--- config.mk ---
export PLATFORM = sky130hd
export DESIGN_NAME = evtc_top
export DESIGN_NICKNAME = d
export VERILOG_FILES = /design/src/rtl/evtc_pkg.sv /design/src/rtl/evtc_cause_reg.sv /design/src/rtl/evtc_summary.sv /design/src/rtl/evtc_prio_enc.sv /design/src/rtl/evtc_top.sv
export SDC_FILE = /design/constraint.sdc
export NUM_CORES = 1
export LEC_CHECK = 0
export ABC_AREA = 1
export BUFFER_PORTS_ARGS = -buffer_cell sky130_fd_sc_hd__buf_2
export CORE_AREA = 5 5 95 97
export CTS_BUF_LIST = sky130_fd_sc_hd__clkbuf_8
export DETAILED_ROUTE_END_ITERATION = 8
export DIE_AREA = 0 0 100 102
export PLACE_DENSITY = 0.77
export RECOVER_POWER = 100
export SYNTH_ARGS = -nofsm -noshare
export SYNTH_HDL_FRONTEND = slang
export SYNTH_SLANG_ARGS = --single-unit
--- constraint.sdc ---
create_clock -name clk -period 2.2 [get_ports clk]
set_clock_uncertainty 0.05 [all_clocks]
set_input_delay 0.22 -clock clk [delete_from_list [all_inputs] [get_ports clk]]
set_output_delay 0.22 -clock clk [all_outputs]
set_load 0.005 [all_outputs]
--- src/rtl/evtc_pkg.sv ---
package evtc_pkg;
  localparam int DATA_W   = 32;
  localparam int NSRC     = 29;
  localparam int IDX_W    = $clog2(NSRC + 1);
  // summary bit positions inside the cause word
  localparam int SUM_ALL  = 0;
  localparam int SUM_LOW  = 30;
  localparam int SUM_MID  = 31;
  // source group bounds for the summary bits
  localparam int LOW_TOP_HI = 29;
  localparam int LOW_TOP_LO = 26;
  localparam int LOW_BOT_HI = 20;
  localparam int MID_HI     = 25;
endpackage

--- src/rtl/evtc_cause_reg.sv ---
module evtc_cause_reg #(
  parameter int N = 29
) (
  input  logic         clk,
  input  logic         rst,
  input  logic [N:1]   set_i,
  input  logic [N:1]   clr_i,
  output logic [N:1]   q_o
);
  for (genvar i = 1; i <= N; i++) begin : g_bit
    always_ff @(posedge clk) begin
      if (rst)           q_o[i] <= 1'b0;
      else if (set_i[i]) q_o[i] <= 1'b1;
      else if (clr_i[i]) q_o[i] <= 1'b0;
    end
  end
endmodule

--- src/rtl/evtc_summary.sv ---
module evtc_summary
  import evtc_pkg::*;
(
  input  logic [NSRC:1]     src_i,
  output logic [DATA_W-1:0] word_o
);
  logic s_all, s_low, s_mid;
  always_comb begin
    s_all = |src_i;
    s_low = (|src_i[LOW_TOP_HI:LOW_TOP_LO]) | (|src_i[LOW_BOT_HI:1]);
    s_mid = |src_i[MID_HI:1];
    word_o = '0;
    word_o[NSRC:1]  = src_i;
    word_o[SUM_ALL] = s_all;
    word_o[SUM_LOW] = s_low;
    word_o[SUM_MID] = s_mid;
  end
endmodule

--- src/rtl/evtc_prio_enc.sv ---
module evtc_prio_enc #(
  parameter int N     = 29,
  parameter int IDX_W = 5
) (
  input  logic [N:1]       req_i,
  output logic [IDX_W-1:0] idx_o,
  output logic             any_o
);
  always_comb begin
    idx_o = '0;
    any_o = |req_i;
    for (int i = N; i >= 1; i--) begin
      if (req_i[i]) idx_o = IDX_W'(i);
    end
  end
endmodule

--- src/rtl/evtc_top.sv ---
module evtc_top
  import evtc_pkg::*;
#(
  parameter int              ADDR_W    = 8,
  parameter logic [ADDR_W-1:0] CAUSE_OFS = 8'h00,
  parameter logic [ADDR_W-1:0] MASK_OFS  = 8'h04
) (
  input  logic                 clk,
  input  logic                 rst,
  input  logic [NSRC:1]        evt_i,
  input  logic [ADDR_W-1:0]    bus_addr,
  input  logic                 bus_wr,
  input  logic                 bus_rd,
  input  logic [DATA_W-1:0]    bus_wdata,
  output logic [DATA_W-1:0]    bus_rdata,
  output logic                 irq_o,
  output logic [IDX_W-1:0]     pend_idx_o,
  output logic                 pend_vld_o
);
  logic            sel_cause, sel_mask;
  logic [NSRC:1]   cause_src, mask_src, clr_vec, pend_vec;
  logic [DATA_W-1:0] cause_word, mask_word, rd_mux;
  logic [IDX_W-1:0]  enc_idx;
  logic              enc_any;
  logic              unused_wbits;

  assign sel_cause = (bus_addr == CAUSE_OFS);
  assign sel_mask  = (bus_addr == MASK_OFS);
  assign clr_vec   = (bus_wr && sel_cause) ? ~bus_wdata[NSRC:1] : '0;
  assign unused_wbits = ^{bus_wdata[SUM_ALL], bus_wdata[DATA_W-1:NSRC+1]};

  evtc_cause_reg #(.N(NSRC)) u_cause (
    .clk(clk), .rst(rst), .set_i(evt_i), .clr_i(clr_vec), .q_o(cause_src)
  );

  always_ff @(posedge clk) begin
    if (rst)                     mask_src <= '0;
    else if (bus_wr && sel_mask) mask_src <= bus_wdata[NSRC:1];
  end

  evtc_summary u_sum (.src_i(cause_src), .word_o(cause_word));

  always_comb begin
    mask_word = '0;
    mask_word[NSRC:1] = mask_src;
  end

  assign pend_vec = cause_src & mask_src;

  evtc_prio_enc #(.N(NSRC), .IDX_W(IDX_W)) u_enc (
    .req_i(pend_vec), .idx_o(enc_idx), .any_o(enc_any)
  );

  always_comb begin
    if (sel_cause)     rd_mux = cause_word;
    else if (sel_mask) rd_mux = mask_word;
    else               rd_mux = '0;
  end

  always_ff @(posedge clk) begin
    if (rst) begin
      bus_rdata  <= '0;
      irq_o      <= 1'b0;
      pend_idx_o <= '0;
      pend_vld_o <= 1'b0;
    end else begin
      if (bus_rd) bus_rdata <= rd_mux;
      irq_o      <= enc_any;
      pend_idx_o <= enc_idx;
      pend_vld_o <= enc_any;
    end
  end
endmodule

==> impl_metrics.py, run 1 <==
metrics = {
    "outcome": {
        "outcome": "completed",
    },
    "detailed_routing": {
        "initialDrtViolationCount": 177,
        "finalWirelength_mm": 11.6,
        "wire_per_inst_um": 14.3,
        "dr_vias": 4271,
        "dr.pass1.iters": 6,
        "drc_violations": 0,
        "avgViaCountPerCell": 5.24,
        "antenna_violating_nets_post_route": 0,
    },
    "floorplanning": {
        "die_h_um": 102,
        "io_pins": 112,
        "core_rows": 33,
        "die_area_um2": 10200,
        "fp.coreArea_um2": 8050,
        "fp.dieW_um": 100,
        "initial_core_util": 0.523,
    },
    "cts": {
        "clk_pin_slew_ps": 90,
        "cts_buffer_depth": 2,
        "clock_insertion_delay_at_the_later_pin_of_the_skew_report_ps": 360,
        "maximum_level_of_the_cts_h_tree": 3,
        "cts_root_buf": "sky130_fd_sc_hd__clkbuf_8",
        "cts_sinks": 96,
        "cts_inserted_buffers": 9,
        "post_cts_buffers": 0,
        "cts_tree": "built",
    },
    "min_path": {
        "hold_wc_path_type": "in2reg",
        "worst_hold_startpoint": "evt_i[29]",
    },
    "setup_path": {
        "crit_path_max_fanout": 4,
        "cp-startpoint": "u_cause.q_o[29]",
        "crit_top_cell": "sky130_fd_sc_hd__nand2_1",
        "cp-end-kind": "register",
        "critPathKind": "reg2reg",
        "worst_r2r_startpoint": "u_cause.q_o[29]",
        "startpoint_type": "register",
        "crit_path_top_delay_cell": "sky130_fd_sc_hd__dfxtp_2",
        "critical-path-max-stage-delay_ps": 370,
        "crit_required_ps": 2450,
        "worstPathArrival_ps": 2240,
    },
    "pwr": {
        "ir_worst_vdd_uv": 500,
        "powerDensity_nw_per_um2": 661,
        "pwr-share-seq": 0.547,
        "fin_total_pwr_uw": 3330,
        "p_leak_uw": 0.00250,
        "power.internal_uw": 2520,
        "p_switching_uw": 807,
        "power.switching_fraction": 0.242,
        "clkPwrFrac": 0.382,
        "power_frac_comb": 0.071,
    },
    "timing": {
        "whs_ps": 31.1,
        "rsz_0062_raised_after_global_routing": "true",
        "clock.fmax_ghz": 0.501,
        "post_route_fraction_of_the_period_consumed_by_the_critical_path": 0.907,
        "post-route-min-period_ps": 2000,
        "drv_slew": 0,
        "final_worst_slack_ps": 204,
        "max_slew.worst_pin.slew_ps": 724,
        "final_count_of_hold_timing_violations": 0,
        "timing.final.setup_violations": 0,
        "worst_slew_margin_rel": 0.517,
    },
    "synth": {
        "ys_warns": 0,
        "seq_area_frac_synth": 0.456,
        "ys_ff_latch": 96,
        "unique_cell_type_count_in_the_yosys_netlist": 28,
        "syn_nets": 677,
        "synth.avg_cell_area_um2": 6.98,
        "syn-instance-count": 604,
        "synth_area_um2": 4210,
    },
    "cells_and_area": {
        "final_net_count": 778,
        "diodes": 0,
        "layout-drive-gt1-share": 0.180,
        "core_util_final": 0.626,
        "area_delta_synth_final_pct": 19.6,
    },
    "grt": {
        "grt_pass1_wl_mm": 19.0,
        "maximum_number_of_pins_on_one_net_before_global_route_repair": 60,
        "grt_overflow": 0,
        "grt_use_total": 0.230,
        "antenna_found_initial": 0,
        "number_of_global_route_vias_before_repair": 4259,
    },
    "flow_run": {
        "maxCapViolations": 0,
    },
    "placed_design": {
        "dp_hpwl_mm": 8.38,
        "finalWeightedCongestion": 0.859,
        "dp_slack_ps": 199,
        "io_buffers": 108,
    },
}
[final cells by class]
class                   instances  area (um2)
fillers                       776        3010
flip-flops and latches         96        1920
multi-input cells             375        1790
repair buffers                119         589
inverters                     104         390
well taps                     105         131
clock buffers                   9         124
clock inverters                 7        95.1
[what timing repair did]
action / CTS / global route
resized for setup: 0 / 5
hold buffers: 0 / 0
setup endpoints to repair: 0 / 1
[logic make-up after synthesis]
| logic type | count (synthesis) | share of synthesized area |
|---|---|---|
| flops | 96 | 0.456 |
| buf+inv | 133 | 0.120 |
| compound gates | 149 | 0.199 |
| simple gates | 226 | 0.225 |
[sequential cells by signal (all words and copies together), names as in the netlist]
register / count
pend_vld_o: 1
mask_src: 29
bus_rdata: 32
pend_idx_o: 5
u_cause.q_o: 29
[Yosys cell counts, drive strengths merged]
library cell,count,area share
nor4,7,0.013
nand3,29,0.034
nand4,4,0.0059
o211ai,25,0.045
o31ai,1,0.0018
nand2,134,0.12
nand3b,1,0.0018
o21ai,66,0.078
inv,104,0.093
a31oi,5,0.0074
nor3,3,0.0036
clkbuf,24,0.021
a21oi,47,0.057
o221ai,3,0.0062
buf,5,0.0059
dfxtp,96,0.46
o31a,1,0.0021
a41oi,1,0.0021
nor2,48,0.043
[routing by layer]
| layer | global-route usage | vias to the layer above | share of wire |
|---|---|---|---|
| met2 | 0.415 | 150 | 0.51 |
| li1 | - | 2144 | - |
| met1 | 0.281 | 1953 | 0.42 |
| met5 | 0 | - | 0 |
| met3 | 0.0355 | 24 | 0.057 |
| met4 | 0.0788 | 0 | 0.017 |
[worst max-delay path, delay by kind of cell (launching register included)]
family                 cells  cell delay (ps)
AND/OR/NAND/NOR           28             1370
flip-flops                 1              370
AO/OA/AOI/OAI              1              100
buffers and inverters      1               50
[metrics by stage]
stage	setup TNS [ps]	cell area, um2	std cells
3_3_place_gp	0	4860	799
3_5_place_dp	0	4860	799
5_1_grt	-171	5040	815
2_1_floorplan	0	4210	604
4_1_cts	0	5080	815
6_report	0	5040	815
[power groups by stage]
| stage | registers, uW | clock network (uW) | logic [uW] |
|---|---|---|---|
| finish | 1820 | 1270 | 238 |
| global route | 1830 | 1360 | 267 |
| CTS | 1820 | 1280 | 240 |
| detailed placement | 1860 | 0 | 239 |
| global placement | 1860 | 0 | 230 |
| floorplan | 1850 | 0 | 124 |
[placed cells by master, fill, tap and decap left out, types with 2 or more instances in the layout]
master | synthesis | routed
sky130_fd_sc_hd__nand3_1 | 29 | 29
sky130_fd_sc_hd__inv_2 | 3 | 4
sky130_fd_sc_hd__clkbuf_2 | 0 | 2
sky130_fd_sc_hd__nor2_1 | 47 | 47
sky130_fd_sc_hd__nand2_1 | 131 | 129
sky130_fd_sc_hd__nor4_1 | 5 | 6
sky130_fd_sc_hd__clkinv_2 | 0 | 2
sky130_fd_sc_hd__clkbuf_1 | 24 | 21
sky130_fd_sc_hd__inv_1 | 101 | 100
sky130_fd_sc_hd__nor3_1 | 3 | 3
sky130_fd_sc_hd__clkbuf_8 | 0 | 9
sky130_fd_sc_hd__dfxtp_1 | 96 | 94
sky130_fd_sc_hd__nand2_2 | 2 | 4
sky130_fd_sc_hd__o21ai_1 | 10 | 9
sky130_fd_sc_hd__a31oi_1 | 5 | 5
sky130_fd_sc_hd__buf_2 | 2 | 88
sky130_fd_sc_hd__o211ai_1 | 25 | 25
sky130_fd_sc_hd__nand4_1 | 4 | 4
sky130_fd_sc_hd__o21ai_0 | 56 | 57
sky130_fd_sc_hd__a21oi_1 | 46 | 46
sky130_fd_sc_hd__bufinv_16 | 0 | 2
sky130_fd_sc_hd__dfxtp_2 | 0 | 2
sky130_fd_sc_hd__buf_4 | 1 | 8
sky130_fd_sc_hd__o221ai_1 | 3 | 3
[path summary, 6_finish.rpt]
path / cells past startpoint / slack [ps] / end
setup / recovery: 30 / 200 / pend_idx_o[0]
hold / removal: 3 / 30 / u_cause.q_o[29]
setup reg to reg: 30 / 200 / pend_idx_o[0]
hold reg to reg: 2 / 430 / mask_src[28]
No activity file was read; power rests on OpenSTA's default activity.
==> inputs of run 2 (changes only) <==
- CELL_PAD_IN_SITES_DETAIL_PLACEMENT: unset -> 0
- CELL_PAD_IN_SITES_GLOBAL_PLACEMENT: unset -> 1
- CORE_AREA: 5 5 95 97 -> 5 5 112 114
- DIE_AREA: 0 0 100 102 -> 0 0 117 119
==> run 2 against run 1 <==
Global-route usage down 5.2 points. Highest routed layer unchanged. Sequential share of layout area down 0.58 points. Combinational power about the same.
==> impl_metrics.py, run 2 (synthesized netlist as in run 1, its figures left out) <==
metrics = {
    "setup_path": {
        "startpoint_type": "register",
        "cp-startpoint": "u_cause.q_o[29]",
        "worst_r2r_startpoint": "u_cause.q_o[29]",
        "worst-r2r-setup-slack_ps": 160,
        "worstPathArrival_ps": 2300,
        "cp-end-kind": "register",
        "critPathKind": "reg2reg",
        "crit_path_top_delay_cell": "sky130_fd_sc_hd__dfxtp_2",
        "regToRegEndpoint": "pend_idx_o[0]",
        "crit_top_cell": "sky130_fd_sc_hd__nand2_1",
        "critical-path-max-stage-delay_ps": 370,
        "crit_path_max_fanout": 4,
        "reg2reg_path_depth": 30,
        "crit_required_ps": 2460,
    },
    "cts": {
        "cts_hold_bufs": 0,
        "cts_tree": "built",
        "cts_inserted_buffers": 9,
        "clock_insertion_delay_at_the_later_pin_of_the_skew_report_ps": 370,
        "cts_sinks": 96,
        "cts_buffer_depth": 2,
        "maximum_level_of_the_cts_h_tree": 3,
        "clk_pin_slew_ps": 100,
        "cts_root_buf": "sky130_fd_sc_hd__clkbuf_8",
    },
    "timing": {
        "drv_slew": 0,
        "post-route-min-period_ps": 2040,
        "final_worst_slack_ps": 158,
        "worst_slew_margin_rel": 0.399,
        "post_route_fraction_of_the_period_consumed_by_the_critical_path": 0.928,
        "max_slew.worst_pin.slew_ps": 902,
        "clock.fmax_ghz": 0.490,
        "final_count_of_hold_timing_violations": 0,
        "timing.final.setup_violations": 0,
        "rsz_0062_raised_after_global_routing": "true",
    },
    "cells_and_area": {
        "seqCellArea_um2": 1930,
        "layout-drive-gt1-share": 0.178,
        "diodes": 0,
        "regs_by_ff_count": "bus_rdata (32), mask_src (29), u_cause.q_o (29)",
        "most_common_cell_after_layout_fill_and_taps_aside": "sky130_fd_sc_hd__nand2_1",
        "mostFrequentLayoutCells": "sky130_fd_sc_hd__nand2_1, sky130_fd_sc_hd__inv_1, sky130_fd_sc_hd__dfxtp_1, sky130_fd_sc_hd__buf_2, sky130_fd_sc_hd__o21ai_0",
        "number_of_flip_flops_in_the_largest_register": 32,
        "multiInputGateArea_um2": 1770,
        "final_net_count": 782,
        "core_util_final": 0.452,
        "finalInstanceArea_um2": 5120,
        "area_delta_synth_final_pct": 21.5,
        "largest_register_by_flop_count": "bus_rdata",
        "fillerInstances": 1203,
    },
    "grt": {
        "grt_pass1_wl_mm": 19.7,
        "antenna_found_initial": 0,
        "grt_overflow": 0,
        "grt_use_total": 0.178,
        "maximum_number_of_pins_on_one_net_before_global_route_repair": 32,
        "number_of_global_route_vias_before_repair": 4084,
    },
    "pwr": {
        "powerDensity_nw_per_um2": 670,
        "p_leak_uw": 0.00254,
        "ir_worst_vdd_uv": 341,
        "fin_total_pwr_uw": 3430,
    },
    "floorplanning": {
        "die_h_um": 119,
        "core_rows": 39,
        "die_area_um2": 13900,
        "fp.coreArea_um2": 11300,
        "io_pins": 112,
        "initial_core_util": 0.372,
        "fp.dieW_um": 117,
    },
    "detailed_routing": {
        "dr_vias": 4183,
        "wire_per_inst_um": 14.1,
        "finalWirelength_mm": 12.1,
        "dr.pass1.iters": 4,
        "drc_violations": 0,
        "antenna_violating_nets_post_route": 0,
        "avgViaCountPerCell": 4.88,
        "initialDrtViolationCount": 181,
    },
    "min_path": {
        "hold_wc_path_type": "in2reg",
        "hold-path-cell-count": 3,
        "worst_hold_startpoint": "evt_i[8]",
        "worstHoldEndpoint": "u_cause.q_o[8]",
    },
    "placed_design": {
        "io_buffers": 108,
        "dp_hpwl_mm": 8.92,
        "finalWeightedCongestion": 0.824,
        "dp_slack_ps": 90.2,
        "placedInstanceArea_um2": 4930,
    },
    "outcome": {
        "outcome": "completed",
    },
    "flow_run": {
        "maxCapViolations": 0,
    },
}
-- run 2: changes by cell type in the layout (fill, tap and decap cells not counted), sizes merged --
cell / change
clkinv: -2
bufinv: +1
clkinvlp: +1
buf: +4
-- run 2: timing repair --
action / in CTS / in global routing
setup buffers: 0 / 1
endpoints found under the setup margin: 0 / 1
resized for setup: 0 / 4
-- run 2: worst max-delay path by stage --
stage                         end  slack (ps)  cells after the start
detailed placement  pend_idx_o[0]          90                     30
global route        pend_idx_o[0]        -150                     30
CTS                 pend_idx_o[0]          50                     30
global placement    pend_idx_o[0]         120                     30
floorplan           pend_idx_o[0]         410                     30
finish              pend_idx_o[0]         160                     30
-- run 2: area by class of cell --
class                           instances  share of cell area
Inverter                              104              0.0762
Clock buffer                            9              0.0242
Tap cell                              143              0.0349
Sequential cell                        96               0.376
Clock inverter                          7              0.0220
Timing Repair Buffer                  123               0.120
Multi-Input combinational cell        375               0.346
-- run 2: through the flow --
stage                     hold slack, ps  instances  TNS [ps]
final                               18.4        857         0
after global routing                10.4        857      -301
after CTS                           1.73        856         0
after detailed placement             410        840         0
after global placement               404        840         0
after floorplan                      304        604         0
-- run 2: where the power goes --
group | leakage (uW) | switching (uW) | internal, uW
clock | 0.000118 | 624 | 747
sequential | 0.000784 | 39.9 | 1780
combinational | 0.00163 | 137 | 101
total | 0.00254 | 800 | 2630
-- run 2: per-layer routing --
layer / part of all wire / up-vias / global-route usage
met5: 0 / - / 0
met4: 0.024 / 0 / 0.0774
met3: 0.052 / 16 / 0.0259
met2: 0.47 / 100 / 0.291
met1: 0.46 / 1917 / 0.232
li1: - / 2150 / -
-- run 2: worst max-delay path, delay by kind of cell (launching register included) --
kind	cells	cell delay [ps]
flip-flops	1	370
AND/OR/NAND/NOR	28	1420
AO/OA/AOI/OAI	1	100
buffers and inverters	1	50
==> inputs of run 3 (changes only) <==
--- a/config.mk
+++ b/config.mk
@@ -16,3 +16,3 @@
 export PLACE_DENSITY = 0.77
-export RECOVER_POWER = 100
+export RECOVER_POWER = 25
 export SYNTH_ARGS = -nofsm -noshare
==> constraint.sdc (replaced) <==
create_clock -name clk -period 2.2 [get_ports clk]
set_clock_uncertainty 0.05 [all_clocks]
set_input_delay 0.44 -clock clk [delete_from_list [all_inputs] [get_ports clk]]
set_output_delay 0.44 -clock clk [all_outputs]
set_load 0.005 [all_outputs]
==> run 3 against run 2 <==
Combinational power is 2% higher. Global-route usage is 0.20 points lower. Routed wire length is 2.5% lower. Non-clock buffer count stayed put. Largest power group unchanged. Via count is 1.9% lower. Sequential share of layout area is 0.16 points lower. Hold slack better by 240 ps.
==> impl_metrics.py, run 3 (synthesized netlist as in run 1, its figures left out) <==
metrics = {
    "grt": {
        "antenna_found_initial": 0,
        "grt_use_total": 0.176,
        "grt_pass1_wl_mm": 19.8,
        "maximum_number_of_pins_on_one_net_before_global_route_repair": 60,
        "grt_overflow": 0,
        "number_of_global_route_vias_before_repair": 4106,
    },
    "cts": {
        "clk_pin_slew_ps": 90,
        "clock_insertion_delay_at_the_later_pin_of_the_skew_report_ps": 350,
        "cts_hold_bufs": 0,
        "cts_buffer_depth": 2,
        "cts_sinks": 96,
        "cts_tree": "built",
        "cts_inserted_buffers": 9,
        "cts_root_buf": "sky130_fd_sc_hd__clkbuf_8",
        "maximum_level_of_the_cts_h_tree": 3,
    },
    "timing": {
        "clock.fmax_ghz": 0.486,
        "post_route_fraction_of_the_period_consumed_by_the_critical_path": 0.936,
        "final_count_of_hold_timing_violations": 0,
        "drv_slew": 0,
        "tns_ps": 0,
        "whs_ps": 260,
        "rsz_0062_raised_after_global_routing": "true",
        "timing.final.setup_violations": 0,
        "max_slew.worst_pin.slew_ps": 560,
        "post-route-min-period_ps": 2060,
        "worst_slew_margin_rel": 0.627,
    },
    "pwr": {
        "pwr-share-seq": 0.551,
        "ir_worst_vdd_uv": 257,
        "power.switching_fraction": 0.231,
        "powerDensity_nw_per_um2": 642,
        "clkPwrFrac": 0.376,
        "power.internal_uw": 2540,
        "fin_total_pwr_uw": 3310,
        "power_frac_comb": 0.073,
        "p_leak_uw": 0.00257,
        "p_switching_uw": 764,
    },
    "cells_and_area": {
        "regs_by_ff_count": "bus_rdata (32), mask_src (29), u_cause.q_o (29)",
        "most_common_cell_after_layout_fill_and_taps_aside": "sky130_fd_sc_hd__nand2_1",
        "layout-drive-gt1-share": 0.197,
        "core_util_final": 0.455,
        "mostFrequentLayoutCells": "sky130_fd_sc_hd__nand2_1, sky130_fd_sc_hd__inv_1, sky130_fd_sc_hd__buf_2, sky130_fd_sc_hd__dfxtp_1, sky130_fd_sc_hd__o21ai_0",
        "largest_register_by_flop_count": "bus_rdata",
        "diodes": 0,
        "number_of_flip_flops_in_the_largest_register": 32,
        "finalInstanceArea_um2": 5150,
        "area_delta_synth_final_pct": 22.2,
        "final_net_count": 782,
    },
    "setup_path": {
        "worst_r2r_startpoint": "mask_src[29]",
        "crit_required_ps": 2440,
        "crit_top_cell": "sky130_fd_sc_hd__nand2_1",
        "worstPathArrival_ps": 2300,
        "cp-end-kind": "register",
        "critical-path-max-stage-delay_ps": 340,
        "crit_path_top_delay_cell": "sky130_fd_sc_hd__dfxtp_2",
        "crit_path_max_fanout": 2,
        "startpoint_type": "register",
        "cp-startpoint": "mask_src[29]",
        "critPathKind": "reg2reg",
    },
    "floorplanning": {
        "fp.coreArea_um2": 11300,
        "die_area_um2": 13900,
        "die_h_um": 119,
        "io_pins": 112,
        "core_rows": 39,
        "initial_core_util": 0.372,
        "fp.dieW_um": 117,
    },
    "detailed_routing": {
        "finalWirelength_mm": 11.8,
        "antenna_violating_nets_post_route": 0,
        "routedLengthMet1_mm": 5.68,
        "dr.pass1.iters": 4,
        "drc_violations": 0,
        "avgViaCountPerCell": 4.79,
        "initialDrtViolationCount": 168,
        "dr_vias": 4104,
        "max_layer_used": "met4",
        "met2WireLength_mm": 5.47,
        "wire_per_inst_um": 13.7,
        "wl_met3_um": 509,
    },
    "placed_design": {
        "dp_hpwl_mm": 8.78,
        "io_buffers": 108,
        "placedInstanceArea_um2": 4940,
        "finalWeightedCongestion": 0.845,
    },
    "min_path": {
        "hold_wc_path_type": "in2reg",
        "worst_hold_startpoint": "evt_i[29]",
    },
    "outcome": {
        "outcome": "completed",
    },
    "flow_run": {
        "maxCapViolations": 0,
    },
}
## run 3: path summary, 6_finish.rpt
kind | end | slack (ps) | cells past startpoint
setup / recovery | pend_idx_o[0] | 140 | 30
setup reg to reg | pend_idx_o[0] | 140 | 30
hold reg to reg | mask_src[25] | 420 | 2
hold / removal | u_cause.q_o[29] | 260 | 3
## run 3: power groups by stage
| stage | Combinational [uW] | Sequential [uW] | Clock (uW) |
|---|---|---|---|
| floorplan | 124 | 1850 | 0 |
| global placement | 239 | 1860 | 0 |
| detailed placement | 244 | 1860 | 0 |
| CTS | 245 | 1820 | 1290 |
| global route | 279 | 1830 | 1360 |
| finish | 242 | 1820 | 1240 |
## run 3: cell type report
cell class | instances | area (um2)
Clock buffer | 10 | 138
Clock inverter | 6 | 76.3
Fill cell | 1226 | 6170
Inverter | 104 | 390
Multi-Input combinational cell | 375 | 1800
Sequential cell | 96 | 1930
Tap cell | 143 | 179
Timing Repair Buffer | 123 | 636
## run 3: stage by stage
| step | instances | setup WS [ps] |
|---|---|---|
| after floorplan | 604 | 245 |
| after global placement | 841 | 90.3 |
| after detailed placement | 841 | 108 |
| after CTS | 857 | 96.5 |
| after global routing | 857 | -214 |
| final | 857 | 141 |
## run 3: worst max-delay path, delay by kind of cell (launching register included)
family	cells	cell delay (ps)
buffers and inverters	1	50
AO/OA/AOI/OAI	1	140
flip-flops	1	340
AND/OR/NAND/NOR	28	1400
## run 3: metal layers
metal,vias up,global-route usage
met4,0,0.0480
met1,1861,0.236
met3,9,0.0345
li1,2154,-
met2,80,0.287
met5,-,0
## run 3: what timing repair did
action                                  CTS  global route
buffers inserted                          0             0
endpoints found under the setup margin    0             1
resized for setup                         0             9
endpoints found under the hold margin     0             0
